<file path="config.mk">
export PLATFORM = sky130hd
export DESIGN_NAME = vidram_bus_glue
export DESIGN_NICKNAME = d
export VERILOG_FILES = /design/src/rtl/glue_pkg.sv /design/src/rtl/glue_win_decode.sv /design/src/rtl/glue_lane_ctl.sv /design/src/rtl/glue_wait_gen.sv /design/src/rtl/vidram_bus_glue.sv
export SDC_FILE = /design/constraint.sdc
export NUM_CORES = 1
export LEC_CHECK = 0
export BUFFER_PORTS_ARGS = -buffer_cell sky130_fd_sc_hd__buf_2
export CELL_PAD_IN_SITES_DETAIL_PLACEMENT = 1
export CELL_PAD_IN_SITES_GLOBAL_PLACEMENT = 1
export CORE_ASPECT_RATIO = 1.1
export CORE_MARGIN = 3
export CORE_UTILIZATION = 16
export CTS_BUF_LIST = sky130_fd_sc_hd__clkbuf_8
export DETAILED_ROUTE_END_ITERATION = 6
export GPL_TIMING_DRIVEN = 0
export PLACE_DENSITY_LB_ADDON = 0.1
export REMOVE_ABC_BUFFERS = 1
export SLEW_MARGIN = 10
export SYNTH_ARGS = -nofsm -noshare
export SYNTH_HDL_FRONTEND = slang
export SYNTH_HIERARCHICAL = 1
export SYNTH_SLANG_ARGS = --single-unit
</file>
<file path="constraint.sdc">
create_clock -name clk -period 0.9 [get_ports clk]
set_input_delay 0.045 -clock clk [delete_from_list [all_inputs] [get_ports clk]]
set_output_delay 0.045 -clock clk [all_outputs]
set_load 0.005 [all_outputs]
</file>
<file path="src/rtl/glue_pkg.sv">
package glue_pkg;

    // One CPU bus cycle, all fields active high
    typedef struct packed {
        logic as;
        logic rd;
        logic hwr;
        logic lwr;
        logic a0;
        logic ipl;
    } bus_req_t;

    typedef struct packed {
        logic even;
        logic odd;
    } lanes_t;

endpackage

</file>
<file path="src/rtl/glue_win_decode.sv">
module glue_win_decode #(
    parameter int              ADDR_W   = 24,
    parameter int              SPAN_LOG = 17,
    parameter logic [23:0]     BASE     = 24'hC0_0000
) (
    input  logic [ADDR_W-1:0] addr,
    output logic              hit
);
    localparam int TAG_W = ADDR_W - SPAN_LOG;
    localparam logic [TAG_W-1:0] TAG = BASE[ADDR_W-1:SPAN_LOG];

    always_comb begin
        hit = (addr[ADDR_W-1:SPAN_LOG] == TAG);
    end
endmodule

</file>
<file path="src/rtl/glue_lane_ctl.sv">
module glue_lane_ctl
    import glue_pkg::*;
(
    input  logic     sel,
    input  bus_req_t req,
    output lanes_t   lanes
);
    always_comb begin
        lanes.even = sel & ((req.rd & ~req.a0) | req.lwr);
        lanes.odd  = sel & (req.rd | req.hwr);
    end
endmodule

</file>
<file path="src/rtl/glue_wait_gen.sv">
module glue_wait_gen #(
    parameter int WAIT_CLKS = 1
) (
    input  logic clk,
    input  logic rst_n,
    input  logic vid_act,
    output logic int_wait
);
    localparam int CNT_W = $clog2(WAIT_CLKS + 1);
    localparam logic [CNT_W-1:0] LIM = CNT_W'(WAIT_CLKS);

    typedef struct packed {
        logic [CNT_W-1:0] cnt;
    } wst_t;

    wst_t st_d, st_q;

    always_comb begin
        st_d = st_q;
        if (!vid_act)
            st_d.cnt = '0;
        else if (st_q.cnt < LIM)
            st_d.cnt = st_q.cnt + CNT_W'(1);
        int_wait = vid_act && (st_q.cnt < LIM);
    end

    always_ff @(posedge clk or negedge rst_n) begin
        if (!rst_n) st_q <= '0;
        else        st_q <= st_d;
    end

    // counter never passes its limit
    p_wait_bounded_r5: assert property (@(posedge clk) disable iff (!rst_n)
        st_q.cnt <= LIM);
    // after an idle edge, a new video cycle starts with the wait raised
    p_wait_rearm_r5: assert property (@(posedge clk) disable iff (!rst_n)
        !vid_act |=> (!vid_act || int_wait));
    // the wait clears while the cycle is still running
    p_wait_clears_r5: assert property (@(posedge clk) disable iff (!rst_n)
        (vid_act && st_q.cnt == LIM) |-> !int_wait);
endmodule

</file>
<file path="src/rtl/vidram_bus_glue.sv">
module vidram_bus_glue
    import glue_pkg::*;
#(
    parameter int          ADDR_W    = 24,
    parameter int          VWIN_LOG  = 17,
    parameter logic [23:0] VWIN_WIDE = 24'hC0_0000,
    parameter logic [23:0] VWIN_BYTE = 24'hC8_0000,
    parameter int          BANK_LOG  = 20,
    parameter logic [23:0] BANK_BASE = 24'h80_0000,
    parameter int          NUM_BANKS = 2,
    parameter int          WAIT_CLKS = 1
) (
    input  logic                 clk,
    input  logic                 rst_n,
    input  logic [23:0]          addr,
    input  logic                 as_n,
    input  logic                 rd_n,
    input  logic                 hwr_n,
    input  logic                 lwr_n,
    input  logic                 rfsh_n,
    input  logic                 ipl_n,
    input  logic                 mem_dec_n,
    input  logic                 vio_sel_n,
    input  logic                 vga_wait_n,
    output logic                 vmem_rd_n,
    output logic                 vmem_wr_n,
    output logic                 vio_rd_n,
    output logic                 vio_wr_n,
    output logic                 bhe_n,
    output logic [16:0]          vmem_ofs,
    output logic [NUM_BANKS-1:0] ps_even_ce_n,
    output logic [NUM_BANKS-1:0] ps_odd_ce_n,
    output logic                 odd_wr_n,
    output logic                 mem_rfsh_n,
    output logic                 swap_n,
    output logic                 cpu_wait_n,
    output logic                 rst_out
);
    localparam int OFS_W = VWIN_LOG;

    bus_req_t req;
    logic     win_wide, win_byte, vid_mem, vid_io, vid_act, int_wait;
    logic     acc, wr_any;
    logic [NUM_BANKS-1:0] bank_hit, bank_sel;
    lanes_t   lanes [NUM_BANKS];

    // Bus request, gated by reset so all decodes fall silent
    always_comb begin
        req.as  = rst_n & ~as_n;
        req.rd  = ~rd_n;
        req.hwr = ~hwr_n;
        req.lwr = ~lwr_n;
        req.a0  = addr[0];
        req.ipl = ~ipl_n;
        wr_any  = req.hwr | req.lwr;
        acc     = req.rd | wr_any;
    end

    glue_win_decode #(.ADDR_W(ADDR_W), .SPAN_LOG(VWIN_LOG), .BASE(VWIN_WIDE))
        u_win_wide (.addr(addr), .hit(win_wide));
    glue_win_decode #(.ADDR_W(ADDR_W), .SPAN_LOG(VWIN_LOG), .BASE(VWIN_BYTE))
        u_win_byte (.addr(addr), .hit(win_byte));

    always_comb begin
        vid_mem = req.as & (win_wide | win_byte);
        vid_io  = req.as & ~vio_sel_n;
        vid_act = vid_mem | vid_io;
    end

    // Video strobes
    always_comb begin
        vmem_rd_n = ~(vid_mem & req.rd);
        vmem_wr_n = ~(vid_mem & wr_any);
        vio_rd_n  = ~(vid_io & req.rd);
        vio_wr_n  = ~(vid_io & wr_any);
        vmem_ofs  = vid_mem ? addr[OFS_W-1:0] : '0;
    end

    // Bus-high-enable
    always_comb begin
        logic hi_wide, hi_byte, hi_io;
        hi_wide = req.as & win_wide & (req.rd | req.hwr | (req.a0 & req.lwr));
        hi_byte = req.as & win_byte & req.a0 & acc;
        hi_io   = vid_io & acc & (req.hwr | req.a0);
        bhe_n   = ~(hi_wide | hi_byte | hi_io);
    end

    // Memory banks
    genvar gi;
    generate
        for (gi = 0; gi < NUM_BANKS; gi++) begin : g_bank
            localparam logic [23:0] BB = BANK_BASE + (24'(gi) << BANK_LOG);
            glue_win_decode #(.ADDR_W(ADDR_W), .SPAN_LOG(BANK_LOG), .BASE(BB))
                u_bank_dec (.addr(addr), .hit(bank_hit[gi]));
            assign bank_sel[gi] = bank_hit[gi] & req.as & ~mem_dec_n;
            glue_lane_ctl u_lane (.sel(bank_sel[gi]), .req(req), .lanes(lanes[gi]));
            assign ps_even_ce_n[gi] = ~lanes[gi].even;
            assign ps_odd_ce_n[gi]  = ~lanes[gi].odd;
        end
    endgenerate

    // Odd write, swap, refresh, reset out
    always_comb begin
        logic any_bank;
        any_bank   = |bank_sel;
        odd_wr_n   = ~(any_bank & (req.hwr | (req.ipl & req.lwr & req.a0)));
        swap_n     = ~(any_bank & req.ipl);
        mem_rfsh_n = ~(rst_n & ~rfsh_n);
        rst_out    = ~rst_n;
    end

    glue_wait_gen #(.WAIT_CLKS(WAIT_CLKS)) u_wait (
        .clk(clk), .rst_n(rst_n), .vid_act(vid_act), .int_wait(int_wait));

    // Combined wait
    always_comb begin
        cpu_wait_n = ~(rst_n & (int_wait | ~vga_wait_n));
    end

    // video strobes require the address strobe
    p_strobe_as_r4: assert property (@(posedge clk) disable iff (!rst_n)
        (!vmem_rd_n || !vmem_wr_n || !vio_rd_n || !vio_wr_n) |-> !as_n);
    // narrow window never drives the high lane on an even address
    p_bhe_narrow_r3: assert property (@(posedge clk) disable iff (!rst_n)
        (win_byte && !win_wide && vio_sel_n && !addr[0]) |-> bhe_n);
    // at most one bank is enabled at a time
    p_bank_onehot_r7: assert property (@(posedge clk) disable iff (!rst_n)
        $onehot0(~(ps_even_ce_n & ps_odd_ce_n)));
    // controller wait always reaches the CPU
    p_wait_or_r6: assert property (@(posedge clk) disable iff (!rst_n)
        !vga_wait_n |-> !cpu_wait_n);
    // no swap during a video cycle
    p_no_swap_video_r11: assert property (@(posedge clk) disable iff (!rst_n)
        vid_mem |-> swap_n);
    // everything quiet in reset
    always @(posedge clk) begin
        if (!rst_n) begin
            p_reset_quiet_r12: assert (rst_out && vmem_rd_n && vmem_wr_n && vio_rd_n
                && vio_wr_n && bhe_n && (&ps_even_ce_n) && (&ps_odd_ce_n)
                && odd_wr_n && swap_n && cpu_wait_n && mem_rfsh_n);
        end
    end
endmodule

</file>
Word level (Yosys, flattened, before mapping):

Cells that the tools add are included.

* output and inout bits: 31
* input port bits: 35
* register bits: 1
* word-level logic and storage cells: 79

* mux-type cells: 3
* add/sub/neg operators: 1
* reductions and logical operators: 2
* equal/unequal tests: 5
* magnitude comparators: 1
* bitwise gates (word level): 66

Operators by type and width (count)
* $and A1 B1 Y1: 30
* $not A1 Y1: 24
* $mux W17: 1
* $eq A7 B7 Y1 const B: 2
* $or A1 B1 Y1: 12
* $eq A4 B4 Y1 const B: 2
* $mux W1: 2
* $ne A2 B2 Y1 const B: 1
* $reduce_or A2 Y1: 1
* $add A1 B1 Y1 const B: 1
* $logic_and A1 B1 Y1: 1
* $lt A1 B1 Y1 const B: 1

Longest topological paths before layout:

* word-level depth: 8
* gate-level depth with buffers: 6
* gate-level depth less buffers: 6

Hierarchy:

The synthesis kept the hierarchy.

By module, submodules not included
* vidram_bus_glue: cells each 55, instances 1, area an instance 320.3 um^2, seq. area each 0.0 um^2
* glue_lane_ctl: cells each 3, instances 2, area an instance 21.3 um^2, seq. area each 0.0 um^2
* glue_wait_gen: cells each 3, instances 1, area an instance 42.5 um^2, seq. area each 25.0 um^2
* glue_win_decode (u_win_byte): cells each 3, instances 1, area an instance 20.0 um^2, seq. area each 0.0 um^2
* glue_win_decode (u_win_wide): cells each 3, instances 1, area an instance 18.8 um^2, seq. area each 0.0 um^2
* glue_win_decode (g_bank[0].u_bank_dec): cells each 1, instances 1, area an instance 15.0 um^2, seq. area each 0.0 um^2
* glue_win_decode (g_bank[1].u_bank_dec): cells each 1, instances 1, area an instance 12.5 um^2, seq. area each 0.0 um^2

Worst setup path after synthesis:

Ideal clock, no wire load.

* path type: input to output
* start point: input addr[23]
* end point: output cpu_wait_n
* arrival time: 978 ps
* required time: 855 ps
* setup slack: -123 ps
* path buffers: 0
* stages: 6
* cells stage by stage: nor4b_1 -> and3_1 -> nor2_2 -> a21oi_1 -> nor2b_4 -> o21ai_0

* longest elaborated chain between the ends: 8
* elaborated cells between the ends (all ways): 9
* classes of those cells: eq/ne (2); bitwise (6); reduce/logical (1)

Ends and longest elaborated chain
* start: declaration: RTL line vidram_bus_glue.sv:15 `input logic [23:0] addr,`
* $eq A7 B7 Y1: RTL line glue_win_decode.sv:13 `hit = (addr[ADDR_W-1:SPAN_LOG] == TAG);`
* named net win_wide: RTL line vidram_bus_glue.sv:42 `logic win_wide, win_byte, vid_mem, vid_io, vid_act, int_wait;`
* $or A1 B1 Y1: RTL line vidram_bus_glue.sv:65 `vid_mem = req.as & (win_wide | win_byte);`
* $and A1 B1 Y1: RTL line vidram_bus_glue.sv:65
* $or A1 B1 Y1: RTL line vidram_bus_glue.sv:67 `vid_act = vid_mem | vid_io;`
* named net vid_act: RTL line vidram_bus_glue.sv:42
* $logic_and A1 B1 Y1: RTL line glue_wait_gen.sv:24 `int_wait = vid_act && (st_q.cnt < LIM);`
* named net int_wait: RTL line vidram_bus_glue.sv:42
* $or A1 B1 Y1: RTL line vidram_bus_glue.sv:117 `cpu_wait_n = ~(rst_n & (int_wait | ~vga_wait_n));`
* $and A1 B1 Y1: RTL line vidram_bus_glue.sv:117
* $not A1 Y1: RTL line vidram_bus_glue.sv:117
* end: declaration: RTL line vidram_bus_glue.sv:36 `output logic cpu_wait_n,`

The timed path passes the listed nets, and every way through them passes these cells.

Final worst setup path:

* start point: input addr[20]
* end point: output cpu_wait_n

* longest elaborated chain between the ends: 8
* elaborated cells between the ends (all ways): 9
* classes of those cells: eq/ne (2); bitwise (6); reduce/logical (1)

Ends and longest elaborated chain (RTL line)
* $eq A7 B7 Y1: glue_win_decode.sv:13
* named net win_byte: vidram_bus_glue.sv:42
* $or A1 B1 Y1: vidram_bus_glue.sv:65
* $and A1 B1 Y1: vidram_bus_glue.sv:65
* $or A1 B1 Y1: vidram_bus_glue.sv:67
* named net vid_act: vidram_bus_glue.sv:42
* $logic_and A1 B1 Y1: glue_wait_gen.sv:24
* named net int_wait: vidram_bus_glue.sv:42
* $or A1 B1 Y1: vidram_bus_glue.sv:117
* $and A1 B1 Y1: vidram_bus_glue.sv:117
* $not A1 Y1: vidram_bus_glue.sv:117

The timed path passes the listed nets, and every way through them passes these cells.

==> impl_metrics.ini <==
[outcome]
status = finished, violations left
failed_checks = setup timing

[drt]
ant_nets = 0
wl_mm = 1.90
drc_errors = 0
firstDrtPassIters = 2
wl_per_cell_um = 11.3
vias_per_cell = 4.26
num_vias = 716
drt_iter0_markers = 11

[timing]
worst_pin_slew_ns = 0.226
layout_setup_ws_ns = -0.341
rsz0062_at_grt = yes
holdWs_ns = 0.350
maxSlewViolCount = 0
timing_hold_violations_final = 0
setup_tns_ns = -7.41
relSlewSlack_pct = 84.7
post-route-period-util_pct = 138
max_freq_mhz = 806
min_period_ns = 1.24
setup_viol = 28

[critical_path]
arrival_ns = 1.20
worstPathRequired_ns = 0.85
cp-end-kind = output pin
path_max_fanout = 3
crit_start = addr[20]
worstSetupPathType = in2out
startpoint_type = input port

[finish]
areaGrowthSynthToFinish_pct = 101
final_cell_mix = buf_2, and2_1, inv_1
layout_commonest_cell = buf_2
drive_gt1_share_pct = 61.3
antennaDiodeCount = 0
largest_register_ff_count = 1
nets = 174
top_register = u_wait/st_q
largestRegisters = u_wait/st_q x1
utilization_pct = 35.7

[die]
die_area_um2 = 3610
io_pins = 66
row_count = 19
coreArea_um2 = 2640
start_util_pct = 17.7
die_x_um = 57.6
die_h_um = 62.7

[grt]
grt_pass1_wl_mm = 3.10
overflow = 0
grt_max_degree = 20
grt_antenna_before_repair = 0
grt_pass1_vias = 718
grt_util_all_layers_pct = 9.93

[worst_hold_path]
min_to = swap_n
hp-class = in2out
min_path_cells = 4
holdCritStartpoint = ipl_n

[placement]
gp_congestion = 0.635
dp_slack_ns = -0.514
port_buffers = 65
dp_hpwl_mm = 1.61

[power_and_ir_drop]
ir_drop_v = 0.000222
p_total_mw = 0.265
p_per_area_nw_per_um2 = 281
power.leakage_nw = 0.516

[synth]
yosysWarnings = 6
syn-mean-instance-area_um2 = 6.59
synthCells = 71
syn-cell-area_um2 = 468

[flow_run]
max_cap_violations = 0
## power by group
group / leakage, nW / switching (mW) / internal, mW
sequential: 0.0134 / 0.00138 / 0.0476
combinational: 0.502 / 0.0940 / 0.122
clock: 0 / 0 / 0
## worst max-delay path by stage
| stage | to | slack [ns] | depth (start not counted) |
|---|---|---|---|
| floorplan | cpu_wait_n | -0.13 | 6 |
| detailed placement | cpu_wait_n | -0.51 | 8 |
| global route | cpu_wait_n | -0.41 | 8 |
| global placement | cpu_wait_n | -0.50 | 8 |
| finish | cpu_wait_n | -0.34 | 8 |
| CTS | cpu_wait_n | -0.34 | 8 |
## repair_timing
action	in CTS	in global routing
setup endpoints to repair	30	28
pin swaps	12	2
hold endpoints to repair	1	0
gates resized for setup	21	3
buffers inserted	3	0
hold buffers	1	0
## cell type report
type	count	area, um2
Timing Repair Buffer	69	390
Inverter	10	37.5
Multi-Input combinational cell	57	450
Fill cell	356	1700
Sequential cell	1	25.0
Tap cell	31	38.8
## metrics by stage
stage               cells  instance area, um2
finish                168                 942
global route          168                 942
CTS                   168                 928
detailed placement    164                 806
global placement      164                 806
floorplan              68                 442
## critical path, stage by stage
cell and delay (ns):
buf_8 0.10, nor4bb_2 0.28, and3_4 0.24, nor2_4 0.06, a21oi_2 0.13, nor2b_4 0.15
o21ai_1 0.06, buf_2 0.12
## layer usage
layer / track usage (%) / share of wire [%] / vias up
li1: - / - / 362
met1: 11.0 / 37 / 311
met2: 20.1 / 50 / 43
met3: 1.65 / 13 / 0
met4: 0 / 0 / 0
met5: 0 / 0 / -
Note: power is estimated with default switching activity, not from simulation.
